## config.mk

```make
export PLATFORM = sky130hd
export DESIGN_NAME = twdac_slave
export DESIGN_NICKNAME = d
export VERILOG_FILES = /design/src/rtl/twdac_pkg.sv /design/src/rtl/twdac_filt.sv /design/src/rtl/twdac_fsm.sv /design/src/rtl/twdac_slave.sv
export SDC_FILE = /design/constraint.sdc
export NUM_CORES = 1
export LEC_CHECK = 0
export BUFFER_PORTS_ARGS = -buffer_cell sky130_fd_sc_hd__buf_4
export CORE_MARGIN = 5
export CORE_UTILIZATION = 55
export DETAILED_ROUTE_END_ITERATION = 8
export PLACE_DENSITY = 0.76
export SYNTH_ARGS = -nofsm -noshare
export SYNTH_HDL_FRONTEND = slang
export SYNTH_SLANG_ARGS = --single-unit
```

## constraint.sdc

```tcl
create_clock -name clk -period 2.4 [get_ports clk]
set_input_delay 0.48 -clock clk [delete_from_list [all_inputs] [get_ports clk]]
set_output_delay 0.48 -clock clk [all_outputs]
set_load 0.005 [all_outputs]
```

## src/rtl/twdac_pkg.sv

```systemverilog
package twdac_pkg;
    typedef enum logic [2:0] {
        ST_IDLE,
        ST_ADDR,
        ST_ADDR_ACK,
        ST_DATA,
        ST_DATA_ACK,
        ST_WAIT_STOP,
        ST_IGNORE
    } twdac_state_e;

    // fixed upper five bits of the 7-bit slave address
    localparam logic [4:0] ADDR_FIXED = 5'b01100;
endpackage

```

## src/rtl/twdac_filt.sv

```systemverilog
module twdac_filt #(
    parameter int FILT_LEN = 4
) (
    input  logic clk,
    input  logic rst_n,
    input  logic raw_i,
    output logic filt_o
);
    localparam int CNT_W = $clog2(FILT_LEN + 1);
    localparam logic [CNT_W-1:0] CNT_LAST = CNT_W'(FILT_LEN - 1);

    logic [1:0]       sync_q;
    logic [CNT_W-1:0] cnt_q;

    always_ff @(posedge clk or negedge rst_n) begin
        if (!rst_n) begin
            sync_q <= 2'b11;
            cnt_q  <= '0;
            filt_o <= 1'b1;
        end else begin
            sync_q <= {sync_q[0], raw_i};
            if (sync_q[1] != filt_o) begin
                if (cnt_q == CNT_LAST) begin
                    filt_o <= sync_q[1];
                    cnt_q  <= '0;
                end else begin
                    cnt_q <= cnt_q + 1'b1;
                end
            end else begin
                cnt_q <= '0;
            end
        end
    end


    filt_len_chk: assert property (@(posedge clk) disable iff (!rst_n)
        !$stable(filt_o) |-> ($past(cnt_q) == CNT_LAST));
endmodule

```

## src/rtl/twdac_fsm.sv

```systemverilog
module twdac_fsm
    import twdac_pkg::*;
#(
    parameter int CODE_W = 8
) (
    input  logic              clk,
    input  logic              rst_n,
    input  logic              scl_f,
    input  logic              sda_f,
    input  logic [1:0]        strap_i,
    output logic              ack_o,
    output logic [CODE_W-1:0] code_o,
    output logic              pdown_o
);
    localparam int CNT_W = $clog2(CODE_W + 1);
    localparam logic [CNT_W-1:0] BYTE_END = CNT_W'(CODE_W);

    twdac_state_e     st_q, st_d;
    logic             scl_d, sda_d;
    logic             scl_rise, scl_fall, start_ev, stop_ev;
    logic [CNT_W-1:0] bit_q;
    logic [7:0]       sh_q;
    logic             pd_q;
    logic             addr_hit;
    logic             byte_done;

    assign scl_rise  = scl_f & ~scl_d;
    assign scl_fall  = ~scl_f & scl_d;
    assign start_ev  = scl_f & scl_d & sda_d & ~sda_f;
    assign stop_ev   = scl_f & scl_d & ~sda_d & sda_f;
    assign addr_hit  = (sh_q[7:1] == {ADDR_FIXED, strap_i});
    assign byte_done = scl_fall && (bit_q == BYTE_END);

    // next-state logic
    always_comb begin
        st_d = st_q;
        unique case (st_q)
            ST_IDLE:      st_d = ST_IDLE;
            ST_ADDR:      if (byte_done) st_d = addr_hit ? ST_ADDR_ACK : ST_IGNORE;
            ST_ADDR_ACK:  if (scl_fall) st_d = ST_DATA;
            ST_DATA:      if (byte_done) st_d = ST_DATA_ACK;
            ST_DATA_ACK:  if (scl_fall) st_d = ST_WAIT_STOP;
            ST_WAIT_STOP: st_d = ST_WAIT_STOP;
            ST_IGNORE:    st_d = ST_IGNORE;
            default:      st_d = ST_IDLE;
        endcase
        if (start_ev)     st_d = ST_ADDR;
        else if (stop_ev) st_d = ST_IDLE;
    end

    // state register
    always_ff @(posedge clk or negedge rst_n) begin
        if (!rst_n) st_q <= ST_IDLE;
        else        st_q <= st_d;
    end

    // datapath and outputs
    always_ff @(posedge clk or negedge rst_n) begin
        if (!rst_n) begin
            scl_d   <= 1'b1;
            sda_d   <= 1'b1;
            bit_q   <= '0;
            sh_q    <= '0;
            pd_q    <= 1'b0;
            ack_o   <= 1'b0;
            code_o  <= '0;
            pdown_o <= 1'b0;
        end else begin
            scl_d <= scl_f;
            sda_d <= sda_f;
            if (start_ev || stop_ev) begin
                bit_q <= '0;
                ack_o <= 1'b0;
                if (stop_ev && st_q == ST_WAIT_STOP) begin
                    pdown_o <= pd_q;
                    if (!pd_q) code_o <= sh_q;
                end
            end else begin
                unique case (st_q)
                    ST_ADDR, ST_DATA: begin
                        if (scl_rise) begin
                            sh_q  <= {sh_q[6:0], sda_f};
                            bit_q <= bit_q + 1'b1;
                        end
                        if (byte_done) begin
                            if (st_q == ST_ADDR) begin
                                pd_q  <= sh_q[0];
                                ack_o <= addr_hit;
                            end else begin
                                ack_o <= ~pd_q;
                            end
                        end
                    end
                    ST_ADDR_ACK, ST_DATA_ACK: begin
                        if (scl_fall) begin
                            ack_o <= 1'b0;
                            bit_q <= '0;
                        end
                    end
                    default: ;
                endcase
            end
        end
    end


    start_enter_chk: assert property (@(posedge clk) disable iff (!rst_n)
        start_ev |=> (st_q == ST_ADDR));

    ack_state_chk: assert property (@(posedge clk) disable iff (!rst_n)
        ack_o |-> (st_q == ST_ADDR_ACK || st_q == ST_DATA_ACK));

    ack_scl_low_chk: assert property (@(posedge clk) disable iff (!rst_n)
        $rose(ack_o) |-> !scl_f);

    code_on_stop_chk: assert property (@(posedge clk) disable iff (!rst_n)
        !$stable(code_o) |-> $past(stop_ev));

    pdown_on_stop_chk: assert property (@(posedge clk) disable iff (!rst_n)
        !$stable(pdown_o) |-> $past(stop_ev));
endmodule

```

## src/rtl/twdac_slave.sv

```systemverilog
module twdac_slave #(
    parameter int FILT_LEN = 4,
    parameter int CODE_W   = 8
) (
    input  logic              clk,
    input  logic              rst_n,
    input  logic              scl_i,
    input  logic              sda_i,
    input  logic [1:0]        strap_i,
    output logic              sda_pull_o,
    output logic [CODE_W-1:0] code_o,
    output logic              pdown_o,
    output logic [CODE_W-1:0] out_code_o
);
    logic scl_f, sda_f;

    twdac_filt #(.FILT_LEN(FILT_LEN)) u_scl_filt (
        .clk(clk), .rst_n(rst_n), .raw_i(scl_i), .filt_o(scl_f));
    twdac_filt #(.FILT_LEN(FILT_LEN)) u_sda_filt (
        .clk(clk), .rst_n(rst_n), .raw_i(sda_i), .filt_o(sda_f));

    twdac_fsm #(.CODE_W(CODE_W)) u_fsm (
        .clk(clk), .rst_n(rst_n), .scl_f(scl_f), .sda_f(sda_f),
        .strap_i(strap_i), .ack_o(sda_pull_o), .code_o(code_o),
        .pdown_o(pdown_o));

    assign out_code_o = pdown_o ? '0 : code_o;
endmodule

```

==> results of run 1 <==
logic make-up after synthesis:
group / Yosys count / share of synthesized area [%]
adder cells (fa/ha/maj): 4 / 2.62
buffers and inverters: 13 / 3.54
XOR/XNOR: 7 / 3.21
multiplexers: 22 / 14.4
flip-flops: 40 / 53.0
AND/OR/NAND/NOR: 43 / 15.3
AO/OA/AOI/OAI: 21 / 7.87
sequential cells by signal, indices dropped and copies added (netlist names):
signal	flops
u_fsm.ack_o	1
u_fsm.bit_q	4
u_fsm.code_o	8
u_fsm.pd_q	1
u_fsm.pdown_o	1
u_fsm.scl_d	1
u_fsm.sda_d	1
u_fsm.sh_q	8
u_fsm.st_q	3
u_scl_filt.cnt_q	3
u_scl_filt.filt_o	1
u_scl_filt.sync_q	2
u_sda_filt.cnt_q	3
u_sda_filt.filt_o	1
u_sda_filt.sync_q	2
metrics by stage:
| stage | area, um2 | hold slack, ns | instances |
|---|---|---|---|
| after floorplan | 1910 | 0.184 | 150 |
| after global placement | 2100 | 0.350 | 213 |
| after detailed placement | 2100 | 0.347 | 213 |
| after CTS | 2170 | 0.0832 | 221 |
| after global routing | 2170 | 0.106 | 221 |
| final | 2170 | 0.0777 | 221 |
Yosys cell counts (2+ instances only):
master      n
a21oi_1     3
inv_1       6
nor3b_1     6
nand2_1     4
nand4b_1    2
nor2_1      5
nor2b_1    10
o21ai_0     5
buf_4       2
ha_1        4
dfstp_2     8
mux2i_1     2
nand2b_1    2
mux2_2     12
a22o_1      2
mux2_4      8
nand3_1     3
and3b_1     2
dfrtp_1    32
a2bb2oi_1   2
buf_2       3
xnor2_1     6
cells in the final DEF (no fill, tap or decap), types with 2 or more instances in the layout:
master      instances
clkinvlp_4          2
clkbuf_4            5
mux2_2             12
buf_4              24
dfstp_2             8
nand2b_1            2
a22o_1              2
a2bb2oi_1           2
nand2_1             4
a21oi_1             3
nand3_1             3
nor3b_1             6
ha_1                4
nor2b_1            10
dfrtp_1            32
mux2i_1             2
nand4b_1            2
xnor2_1             6
inv_1               6
nor2_1              5
o21ai_0             5
and3b_1             2
mux2_4              8
power breakdown:
| part | leakage, uW | switching [uW] | internal, uW |
|---|---|---|---|
| clock | 0.0000305 | 222 | 142 |
| sequential | 0.000523 | 144 | 810 |
| combinational | 0.000460 | 186 | 212 |
final cells by class:
cell class                 instances  area [um2]
clock buffer                       6        51.3
clock inverter                     2        15.0
fill                             254        1170
inverter                           6        22.5
multi-input combinational         97         830
sequential                        40        1010
tap                               46        57.6
timing repair buffer              24         180
how the worst min path moves through the flow:
stage,end,slack (ns),cells past startpoint
detailed placement,u_sda_filt.sync_q[1],0.35,0
global placement,u_scl_filt.sync_q[1],0.35,0
floorplan,u_fsm.ack_o,0.18,0
global route,u_fsm.sh_q[7],0.11,1
CTS,u_fsm.code_o[7],0.08,1
finish,u_fsm.sh_q[7],0.08,1
worst reg2reg max path, stage by stage, from the launching register on:
cell	delay, ns
dfrtp_1	0.54
nand2b_1	0.26
or3b_1	0.60
and2_1	0.25
a22o_1	0.23
routing by layer:
metal / wire, um / global-route usage [%] / up-vias
li1: - / - / 578
met1: 1440 / 20.5 / 596
met2: 1700 / 26.9 / 26
met3: 143 / 3.57 / 5
met4: 59 / 8.52 / 0
met5: 0 / 0 / -
==> out/summary.txt, run 1 <==
status = finished, final reports clean
P_leak = 0.00101 uW
Worst path slowest cell = or3b_1
setup bufs post-CTS = 0
largest area contributor in the netlist = dfrtp_1
VDD IR-drop max = 0.000665 V
crit path from = u_fsm.st_q[2]
Peak Freq = 508 MHz
Overall Global Routing Usage = 16.5%
Levels on crit path = 4
DIE WIDTH = 68.9 um
main area contributors after synthesis = dfrtp_1, dfstp_2, mux2_2
layout cells sized above 1 = 36.6%
Cell Rows = 21
Clock Tree Root = clkbuf_4
asr flop ratio synth = 100%
post-route minimum period = 1.97 ns
drt first pass iters = 4
Starting DRT DRC Count = 48
Post-synth EDFFs = 0
post-synthesis register bit count = 40
CTS Hold Bufs = 0
io pins = 24
DR vias/cell = 5.45
DRC viols = 0
CP cell instances = nand2b_1 > or3b_1 > and2_1 > a22o_1
slowest stage delay, CP = 0.60 ns
largest net degree at the start of global routing = 41
RSZ-0062 raised after global routing = no
core area = 3340 um2
clock skew = 0.0166 ns
post-layout power = 1720 uW
setup TNS = 0 ns
Cell Pwr Density = 792 nW/um2
port buffer count = 23
Num CTS Buffers = 5
post-cts gate resize count = 0
final WL = 3340 um
Worst Path Required = 2.65 ns
RR Endpoint = u_fsm.bit_q[3]
P&R area growth vs syn = 13.6%
reg2reg setup slack = 0.43 ns
grt ovf = 0
starting density of the core = 57.2%
Tcrit/Tclk final = 82.0%
Synth cell types = 43
DRT antenna net count = 0
Clock Sink Count = 40
Final Setup Violations = 0
Die ar. = 4750 um2
Routed WL per cell = 15.1 um
antenna cells = 0
H-tree depth = 2
Placer Congestion = 0.917
Hold Crit Class = primary input to asynchronous set/reset pin
Mapped Area = 1910 um2
Worst Setup Path Type = flip-flop to flip-flop
vias in the first global route = 1237
clk_lat worst skew = 0.36 ns
CP Launch Type = flip-flop
maximum clock path buffer count = 2
Hold Vio Cnt, Final = 0
final core occ = 64.9%
syn nets = 160
WP data arrival = 2.22 ns
RR Startpoint = u_fsm.st_q[2]
top cell type's share of synthesized area = 42.0%
vias after detailed routing = 1205
Slew Limit Fails = 0
max cap viols = 0
largest fanout on the critical path = 14
Worst setup EP type = flip-flop
Critical Path End = u_fsm.bit_q[3]
family with the most delay on the worst path = simple AND/OR/NAND/NOR gates
initial antenna violation count = 0
worst setup margin = 0.431 ns
final-stage net count = 184
worst rel slew slack = 67.5%
sequential area share after synthesis = 53.0%
Yosys warnings = 0
Post-synth top flop = dfrtp_1
synthesized area per cell = 12.7 um2
Die Y = 68.9 um
first-pass GRT wire length = 5650 um
Post-Syn Instances = 150
dpl ws = 0.451 ns
DP HPWL = 2380 um
Critical path buffers and inverters = 0
Worst-path clk slew = 0.13 ns
FF-to-FF path depth = 4
TritonCTS clock tree = yes
Worst Max-Slew Pin Slew = 0.487 ns
Power figures use the tool's default switching activity.
==> run 2, diff against run 1 <==
- CORE_UTILIZATION: 55 -> 51
- PLACE_DENSITY: 0.76 -> 0.74
- clock period: 2.4 -> 1.7 ns (I/O delays scaled with it)
==> run 2 against run 1 <==
  * The run now ends with negative setup slack left
  * Critical path depth is the same
  * Non-clock buffer count grew 14
  * Hold slack lost 0.075 ns
  * Clock-buffer cell count is the same
  * Worst setup slack lost 0.48 ns
  * Sequential share of layout area shrank 4.0 points
  * Total power grew 74%
  * Wire length grew 20%
  * Register-to-register slack lost 0.48 ns
  * Clock power grew 120%
  * Sequential power grew 33%
==> out/summary.txt, run 2 (same netlist as run 1, synthesis figures left out) <==
status = finished with violations
failing checks = negative setup slack
DIE WIDTH = 71.2 um
clk_lat worst skew = 0.30 ns
Filler cells = 282
port buffer count = 23
largest fanout on the critical path = 8
Clock Sink Count = 40
design area = 2370 um2
final WL = 4010 um
crit path from = u_scl_filt.filt_o
dpl cells = 227
Critical Path End = u_fsm.code_o[1]
max cap viols = 0
H-tree depth = 2
Layout Cells excl Fill = 237
starting density of the core = 52.5%
vias after detailed routing = 1322
Hold Vio Cnt, Final = 0
VDD IR-drop max = 0.000834 V
Slew Limit Fails = 0
RR Startpoint = u_scl_filt.filt_o
worst setup margin = -0.0470 ns
dpl ws = -0.0521 ns
P&R area growth vs syn = 24.3%
DP HPWL = 2890 um
WP data arrival = 1.93 ns
core area = 3630 um2
worst rel slew slack = 66.7%
commonest cells after routing, fill and taps aside = buf_4, dfrtp_1, mux2_2, nor2b_1
DR vias/cell = 5.58
clock skew = 0.00652 ns
CP Launch Type = flip-flop
Tcrit/Tclk final = 103%
Placer Congestion = 0.960
Worst setup EP type = flip-flop
Clock Tree Root = clkbuf_8
CTS Hold Bufs = 0
Peak Freq = 572 MHz
Worst Path Required = 1.88 ns
DRC viols = 0
Worst Max-Slew Pin Slew = 0.500 ns
RR Endpoint = u_fsm.code_o[1]
first-pass GRT wire length = 6730 um
FF-to-FF path depth = 4
Area after DPL = 2190 um2
Cell Pwr Density = 1260 nW/um2
most common cell after layout, fill and taps aside = buf_4
Final Setup Violations = 8
Num CTS Buffers = 5
Regs by FF count = u_fsm.code_o x8, u_fsm.sh_q x8, u_fsm.bit_q x4
antenna cells = 0
drt first pass iters = 4
grt ovf = 0
largest net degree at the start of global routing = 41
TritonCTS clock tree = yes
vias in the first global route = 1354
Cell Rows = 22
reg2reg setup slack = -0.05 ns
Routed WL per cell = 16.9 um
Overall Global Routing Usage = 17.3%
maximum clock path buffer count = 2
final-stage net count = 198
DRT antenna net count = 0
setup TNS = -0.336 ns
Worst Setup Path Type = flip-flop to flip-flop
Die ar. = 5060 um2
Starting DRT DRC Count = 117
Hold Crit Class = primary input to asynchronous set/reset pin
post-route minimum period = 1.75 ns
io pins = 24
initial antenna violation count = 0
P_leak = 0.00113 uW
RSZ-0062 raised after global routing = yes
Worst-path clk slew = 0.08 ns
layout cells sized above 1 = 45.0%
Die Y = 71.2 um
-- run 2: changes by cell type in the layout (fill, tap and decap cells not counted), sizes merged --
| cell | previous run | this run |
|---|---|---|
| buf | 24 | 38 |
| clkinvlp | 2 | 0 |
| bufinv | 0 | 1 |
| clkinv | 0 | 1 |
-- run 2: area by class of cell --
cell class	count	area, um2	share of cell area, %
Sequential cell	40	1010	42.6
Multi-Input combinational cell	97	868	36.6
Timing Repair Buffer	38	289	12.2
Clock buffer	6	82.6	3.48
Tap cell	48	60.1	2.53
Clock inverter	2	38.8	1.64
Inverter	6	22.5	0.949
-- run 2: per-stage QoR --
stage / hold slack (ns) / util [%] / total power [uW]
detailed placement: 0.342 / 60.4 / 2070
finish: 0.00254 / 65.3 / 2990
global route: 0.0372 / 65.3 / 3160
global placement: 0.333 / 60.4 / 2000
CTS: 0.0154 / 64.4 / 2940
floorplan: 0.0444 / - / 1830
-- run 2: timing repair --
item / in CTS / in global routing
endpoints found under the setup margin: 18 / 18
gates cloned: 0 / 0
gates resized for setup: 5 / 4
buffers inserted: 0 / 2
pin swaps: 1 / 1
-- run 2: how the worst min path moves through the flow --
| stage | from | to | slack, ns | depth (start not counted) |
|---|---|---|---|---|
| finish | rst_n | u_scl_filt.cnt_q[0] | 0.003 | 1 |
| global route | rst_n | u_scl_filt.cnt_q[0] | 0.04 | 1 |
| CTS | rst_n | u_scl_filt.cnt_q[0] | 0.02 | 1 |
| detailed placement | rst_n | u_scl_filt.cnt_q[0] | 0.34 | 1 |
| global placement | rst_n | u_sda_filt.cnt_q[0] | 0.33 | 1 |
| floorplan | rst_n | u_fsm.ack_o | 0.04 | 0 |
-- run 2: critical path, cell delays in order (launching register included) --
cell     delay, ns
dfstp_2       0.55
nand3_2       0.08
or4_4         0.46
nor2_8        0.22
mux2_4        0.32
-- run 2: power breakdown --
group | internal [uW] | switching (uW)
registers | 1140 | 127
logic | 459 | 450
clock network | 480 | 336
-- run 2: routing by layer --
layer  track usage, %  up-vias  share of wire [%]
met1             21.9      664                 43
met2             27.3       33                 51
met3             4.97       11                3.9
met4             7.93        0                2.5
li1                 -      614                  -
met5                0        -                  0
